[config.mk]
export PLATFORM = sky130hd
export DESIGN_NAME = mc_core
export DESIGN_NICKNAME = d
export VERILOG_FILES = /design/src/rtl/mc_pkg.sv /design/src/rtl/mc_opdec.sv /design/src/rtl/mc_regfile.sv /design/src/rtl/mc_alu.sv /design/src/rtl/mc_core.sv
export SDC_FILE = /design/constraint.sdc
export NUM_CORES = 1
export LEC_CHECK = 0
export ABC_CLOCK_PERIOD_IN_PS = 4600
export BUFFER_PORTS_ARGS = -buffer_cell sky130_fd_sc_hd__buf_2
export CORE_MARGIN = 3
export CORE_UTILIZATION = 38
export DETAILED_ROUTE_END_ITERATION = 12
export HOLD_SLACK_MARGIN = 0.15
export SLEW_MARGIN = 0
export SYNTH_ARGS = -nofsm -noshare
export SYNTH_HDL_FRONTEND = slang
export SYNTH_HIERARCHICAL = 1
export SYNTH_SLANG_ARGS = --single-unit
export TNS_END_PERCENT = 1
[constraint.sdc]
create_clock -name clk -period 4.6 [get_ports clk]
set_clock_uncertainty 0.15 [all_clocks]
set_input_delay 0.92 -clock clk [delete_from_list [all_inputs] [get_ports clk]]
set_output_delay 0.92 -clock clk [all_outputs]
set_load 0.01 [all_outputs]
[src/rtl/mc_pkg.sv]
package mc_pkg;

  localparam logic [3:0] OPC_ADD = 4'b0001;
  localparam logic [3:0] OPC_AND = 4'b0101;
  localparam logic [3:0] OPC_NOT = 4'b1001;
  localparam logic [3:0] OPC_LDR = 4'b0110;
  localparam logic [3:0] OPC_STR = 4'b0111;
  localparam logic [3:0] OPC_JMP = 4'b1100;

  typedef enum logic [3:0] {
    S_F_MAR, S_F_RD, S_F_WAIT, S_F_IR,
    S_DEC,
    S_EA,
    S_OP_MAR, S_OP_RD, S_OP_WAIT, S_OP_REG,
    S_EX,
    S_ST_MDR, S_ST_MAR, S_ST_WR, S_ST_REG, S_ST_PC
  } state_t;

  typedef enum logic [1:0] {ALU_ADD, ALU_AND, ALU_NOT} alu_op_t;

  function automatic logic [2:0] phase_of(state_t s);
    case (s)
      S_F_MAR, S_F_RD, S_F_WAIT, S_F_IR:       return 3'd0;
      S_DEC:                                   return 3'd1;
      S_EA:                                    return 3'd2;
      S_OP_MAR, S_OP_RD, S_OP_WAIT, S_OP_REG:  return 3'd3;
      S_EX:                                    return 3'd4;
      default:                                 return 3'd5;
    endcase
  endfunction

endpackage

[src/rtl/mc_opdec.sv]
module mc_opdec #(
  parameter int OPW = 4
) (
  input  logic [OPW-1:0]      op,
  output logic [2**OPW-1:0]   hot
);
  localparam int NLINES = 2**OPW;

  for (genvar g = 0; g < NLINES; g++) begin : g_line
    assign hot[g] = (op == OPW'(g));
  end

endmodule

[src/rtl/mc_regfile.sv]
module mc_regfile #(
  parameter int W    = 16,
  parameter int NREG = 8
) (
  input  logic                    clk,
  input  logic                    rst,
  input  logic                    we,
  input  logic [$clog2(NREG)-1:0] waddr,
  input  logic [W-1:0]            wdata,
  input  logic [$clog2(NREG)-1:0] ra1,
  input  logic [$clog2(NREG)-1:0] ra2,
  output logic [W-1:0]            rd1,
  output logic [W-1:0]            rd2
);
  logic [W-1:0] regs_q [NREG];

  always_ff @(posedge clk) begin
    if (rst) begin
      for (int i = 0; i < NREG; i++) regs_q[i] <= '0;
    end else if (we) begin
      regs_q[waddr] <= wdata;
    end
  end

  assign rd1 = regs_q[ra1];
  assign rd2 = regs_q[ra2];

endmodule

[src/rtl/mc_alu.sv]
module mc_alu #(
  parameter int W = 16
) (
  input  mc_pkg::alu_op_t sel,
  input  logic [W-1:0]    a,
  input  logic [W-1:0]    b,
  output logic [W-1:0]    y
);
  import mc_pkg::*;

  always_comb begin
    case (sel)
      ALU_ADD: y = a + b;
      ALU_AND: y = a & b;
      default: y = ~a;
    endcase
  end

endmodule

[src/rtl/mc_core.sv]
module mc_core #(
  parameter int W    = 16,
  parameter int NREG = 8,
  parameter int OFFW = 6
) (
  input  logic         clk,
  input  logic         rst,
  input  logic         halt,
  input  logic [W-1:0] mem_rdata,
  output logic [W-1:0] mem_addr,
  output logic [W-1:0] mem_wdata,
  output logic         mem_rd,
  output logic         mem_wr,
  output logic [W-1:0] pc_o,
  output logic [2:0]   phase_o
);
  import mc_pkg::*;

  localparam int RW    = $clog2(NREG);
  localparam int OPW   = 4;
  localparam int NOPS  = 2**OPW;
  localparam logic [NOPS-1:0] LEGAL_MASK =
    (NOPS'(1) << OPC_ADD) | (NOPS'(1) << OPC_AND) | (NOPS'(1) << OPC_NOT) |
    (NOPS'(1) << OPC_LDR) | (NOPS'(1) << OPC_STR) | (NOPS'(1) << OPC_JMP);

  state_t       st_q, st_d;
  logic [W-1:0] pc_q, ir_q, mar_q, mdr_q, ea_q, opa_q, opb_q, res_q;
  logic         en;
  logic [NOPS-1:0] hot;
  logic         is_add, is_and, is_not, is_ldr, is_str, is_jmp, is_alu, legal;
  logic [RW-1:0] f_dst, f_src1, f_src2, ra2;
  logic [W-1:0] off_ext, rd1, rd2, alu_y, wb_data;
  logic         rf_we;
  alu_op_t      alu_sel;

  assign en = !halt;

  // opcode decode
  mc_opdec #(.OPW(OPW)) u_dec (.op(ir_q[W-1 -: OPW]), .hot(hot));

  assign is_add = hot[OPC_ADD];
  assign is_and = hot[OPC_AND];
  assign is_not = hot[OPC_NOT];
  assign is_ldr = hot[OPC_LDR];
  assign is_str = hot[OPC_STR];
  assign is_jmp = hot[OPC_JMP];
  assign is_alu = is_add | is_and | is_not;
  assign legal  = |(hot & LEGAL_MASK);

  assign f_dst   = ir_q[11:9];
  assign f_src1  = ir_q[8:6];
  assign f_src2  = ir_q[2:0];
  assign off_ext = {{(W-OFFW){ir_q[OFFW-1]}}, ir_q[OFFW-1:0]};

  // second read port supplies the store source during data staging
  assign ra2     = (st_q == S_ST_MDR) ? f_dst : f_src2;
  assign rf_we   = en && (st_q == S_ST_REG);
  assign wb_data = is_ldr ? mdr_q : res_q;

  mc_regfile #(.W(W), .NREG(NREG)) u_rf (
    .clk(clk), .rst(rst), .we(rf_we), .waddr(f_dst), .wdata(wb_data),
    .ra1(f_src1), .ra2(ra2), .rd1(rd1), .rd2(rd2)
  );

  assign alu_sel = is_add ? ALU_ADD : (is_and ? ALU_AND : ALU_NOT);

  mc_alu #(.W(W)) u_alu (.sel(alu_sel), .a(opa_q), .b(opb_q), .y(alu_y));

  // phase sequencer
  always_comb begin
    st_d = st_q;
    case (st_q)
      S_F_MAR:   st_d = S_F_RD;
      S_F_RD:    st_d = S_F_WAIT;
      S_F_WAIT:  st_d = S_F_IR;
      S_F_IR:    st_d = S_DEC;
      S_DEC:     st_d = !legal ? S_F_MAR : (is_alu ? S_OP_REG : S_EA);
      S_EA:      st_d = is_ldr ? S_OP_MAR : (is_str ? S_ST_MDR : S_ST_PC);
      S_OP_MAR:  st_d = S_OP_RD;
      S_OP_RD:   st_d = S_OP_WAIT;
      S_OP_WAIT: st_d = S_ST_REG;
      S_OP_REG:  st_d = S_EX;
      S_EX:      st_d = S_ST_REG;
      S_ST_MDR:  st_d = S_ST_MAR;
      S_ST_MAR:  st_d = S_ST_WR;
      default:   st_d = S_F_MAR;
    endcase
  end

  always_ff @(posedge clk) begin
    if (rst) begin
      st_q  <= S_F_MAR;
      pc_q  <= '0;
      ir_q  <= '0;
      mar_q <= '0;
      mdr_q <= '0;
      ea_q  <= '0;
      opa_q <= '0;
      opb_q <= '0;
      res_q <= '0;
    end else if (en) begin
      st_q <= st_d;
      case (st_q)
        S_F_MAR:             mar_q <= pc_q;
        S_F_WAIT, S_OP_WAIT: mdr_q <= mem_rdata;
        S_F_IR: begin
          ir_q <= mdr_q;
          pc_q <= pc_q + W'(1);
        end
        S_EA:     ea_q  <= rd1 + off_ext;
        S_OP_MAR: mar_q <= ea_q;
        S_OP_REG: begin
          opa_q <= rd1;
          opb_q <= rd2;
        end
        S_EX:     res_q <= alu_y;
        S_ST_MDR: mdr_q <= rd2;
        S_ST_MAR: mar_q <= ea_q;
        S_ST_PC:  pc_q  <= ea_q;
        default: ;
      endcase
    end
  end

  assign mem_addr  = mar_q;
  assign mem_wdata = mdr_q;
  assign mem_rd    = en && ((st_q == S_F_RD) || (st_q == S_OP_RD));
  assign mem_wr    = en && (st_q == S_ST_WR);
  assign pc_o      = pc_q;
  assign phase_o   = phase_of(st_q);

  // assertions
  p_strobe_excl_r11: assert property (@(posedge clk) disable iff (rst)
    !(mem_rd && mem_wr));

  p_halt_freeze_r10: assert property (@(posedge clk) disable iff (rst)
    halt |=> ($stable(pc_q) && $stable(st_q) && $stable(ir_q) &&
              $stable(mar_q) && $stable(mdr_q)));

  p_pc_step_r2: assert property (@(posedge clk) disable iff (rst)
    ($past(st_q) == S_F_IR && !$past(halt)) |-> (pc_q == $past(pc_q) + W'(1)));

  p_ir_only_fetch_r2: assert property (@(posedge clk) disable iff (rst)
    !$stable(ir_q) |-> ($past(st_q) == S_F_IR));

  p_wr_addr_staged_r7: assert property (@(posedge clk) disable iff (rst)
    mem_wr |-> (mem_addr == ea_q));

  p_jump_target_r8: assert property (@(posedge clk) disable iff (rst)
    ($past(st_q) == S_ST_PC && !$past(halt)) |-> (pc_q == $past(ea_q)));

endmodule

==> impl_metrics.toml <==
[finish]
seqCellArea_mm2 = 0.00655
fill_cells = 3572
fin_nets = 1474
multiInputGateArea_mm2 = 0.00767
drive_gt1_share_pct = 17.9
synthToLayoutAreaGrowth_pct = 12.3
diodes = 0
post-route-util_pct = 43.9

[die]
initial_core_util_pct = 39.1
die_area_mm2 = 0.0416
die_w_um = 204
die_y_um = 204
rows = 71
coreArea_mm2 = 0.0381
ios = 72

[route]
drtIter0Drc = 1003
drc = 0
drt-vias-per-instance = 5.79
wl_per_cell_um = 21.6
wirelength_um = 42300
drt_first_pass_iters = 5
vias = 11300
final_antenna_net_count = 0

[yosys]
syn_nets = 1448
synthCells = 1395
synthesis.area_mm2 = 0.0149
synth_area_per_cell_um2 = 10.7
ys.warnings.count = 6

[critical_path]
critPathKind = "register to register"
crit_path_end_kind = "register"
required_ps = 4890
start_kind = "register"
cp_max_fo = 21
worstPathArrival_ps = 4160

[placed_design]
gp_congestion = 0.832
place_hpwl_um = 28800
io_buffers = 71

[cts]
cts_max_level = 1
cts.repair.resized = 0
cts_buffer_depth = 3
cts_root_buffer = "clkbuf_16"
cts_tree = "built"
cts_num_sinks = 263
cts-buffers-inserted = 30
clkTransAtPathRegs_ps = 60
clock_latency_ps = 580
ctsHoldBuffers = 0
cts_setup_buffers = 0

[timing]
drv_slew = 0
finalSetupTns_ps = 0
post-route-min-period_ps = 3870
timing.final.setup_violations = 0
hold-worst-slack_ps = 312
hold_viol_final = 0
fin_crit_sh_pct = 84.1
slew_headroom_pct = 36.9
fmax_mhz = 259
tightest_slew_ps = 946
rsz0062_at_grt = "false"

[global_route]
grt_pass1_vias = 11100
track_usage_pct = 20.2
grt-ovfl-total = 0
antenna_found_initial = 0
grt_max_degree = 88
grt_pass1_wl_um = 66100

[pwr]
ir_drop_mv = 0.227
power_density_mw_per_mm2 = 323
p_leak_nw = 6.10
power.total_mw = 5.41

[outcome]
status = "finished clean"

[hold_path]
hp-class = "register to register"

[job]
cap_violations = 0
worst max-delay path, cell delays in order (launching register included):
cell and delay [ps]:
dfxtp_1 690, buf_12 280, mux4_1 570, mux2_2 330, ha_1 380, o2111ai_1 180
a21oi_1 360, nand3_1 140, and3_1 160, or4_1 490
flip-flops by register name (all words and copies together) (netlist names):
| register | flops |
|---|---|
| st_q | 4 |
| pc_o | 16 |
| mem_addr | 16 |
| opb_q | 16 |
| res_q | 16 |
| mem_wdata | 16 |
| ir_q | 16 |
| phase_o | 3 |
| opa_q | 16 |
| u_rf/regs_q | 128 |
| ea_q | 16 |
cells in the final DEF, fill, tap and decap left out, drive strengths merged, types with 13 or more instances in the layout:
cell type / count
a211oi: 52
a21oi: 108
buf: 111
clkbuf: 35
clkinv: 28
dfxtp: 135
edfxtp: 128
ha: 32
inv: 17
mux2: 51
mux2i: 52
mux4: 64
nand2: 152
nand3: 20
nor2: 95
nor3: 144
o21ai: 25
or3: 13
xnor2: 14
worst paths after layout:
path | cells after the start | slack, ps | endpoint | startpoint
worst max-delay path | 9 | 730 | ea_q[12] | ir_q[6]
worst min-delay path | 2 | 310 | opb_q[13] | opb_q[13]
worst min register to register | 2 | 310 | opb_q[13] | opb_q[13]
worst max register to register | 9 | 730 | ea_q[12] | ir_q[6]
layer usage:
layer | global-route usage, % | vias to the layer above | share of wire, %
met5 | 0 | - | 0
li1 | - | 5349 | -
met3 | 2.60 | 64 | 5.9
met2 | 31.7 | 312 | 45
met4 | 7.45 | 0 | 3.5
met1 | 28.8 | 5594 | 46
cell type report:
class / count / share of cell area, %
sequential: 263 / 39.1
tap: 511 / 3.82
inverter: 33 / 0.740
clock inverter: 20 / 1.62
clock buffer: 35 / 4.60
timing repair buffer: 111 / 4.23
multi-input combinational: 982 / 45.9
stage by stage:
| step | instance area (um2) | setup slack (ps) | std cells |
|---|---|---|---|
| 5_1_grt | 16700 | 554 | 1955 |
| 2_1_floorplan | 14900 | 1080 | 1395 |
| 3_3_place_gp | 15700 | 847 | 1900 |
| 3_5_place_dp | 15700 | 785 | 1900 |
| 4_1_cts | 16700 | 757 | 1955 |
| 6_report | 16700 | 732 | 1955 |
power breakdown:
part           internal (mW)  leakage, nW  total, mW  switching (mW)
clock                   1.53        0.500       2.53           0.995
sequential              2.52         2.39       2.58          0.0539
combinational          0.119         3.22      0.301           0.182
No activity file was read; power rests on OpenSTA's default activity.
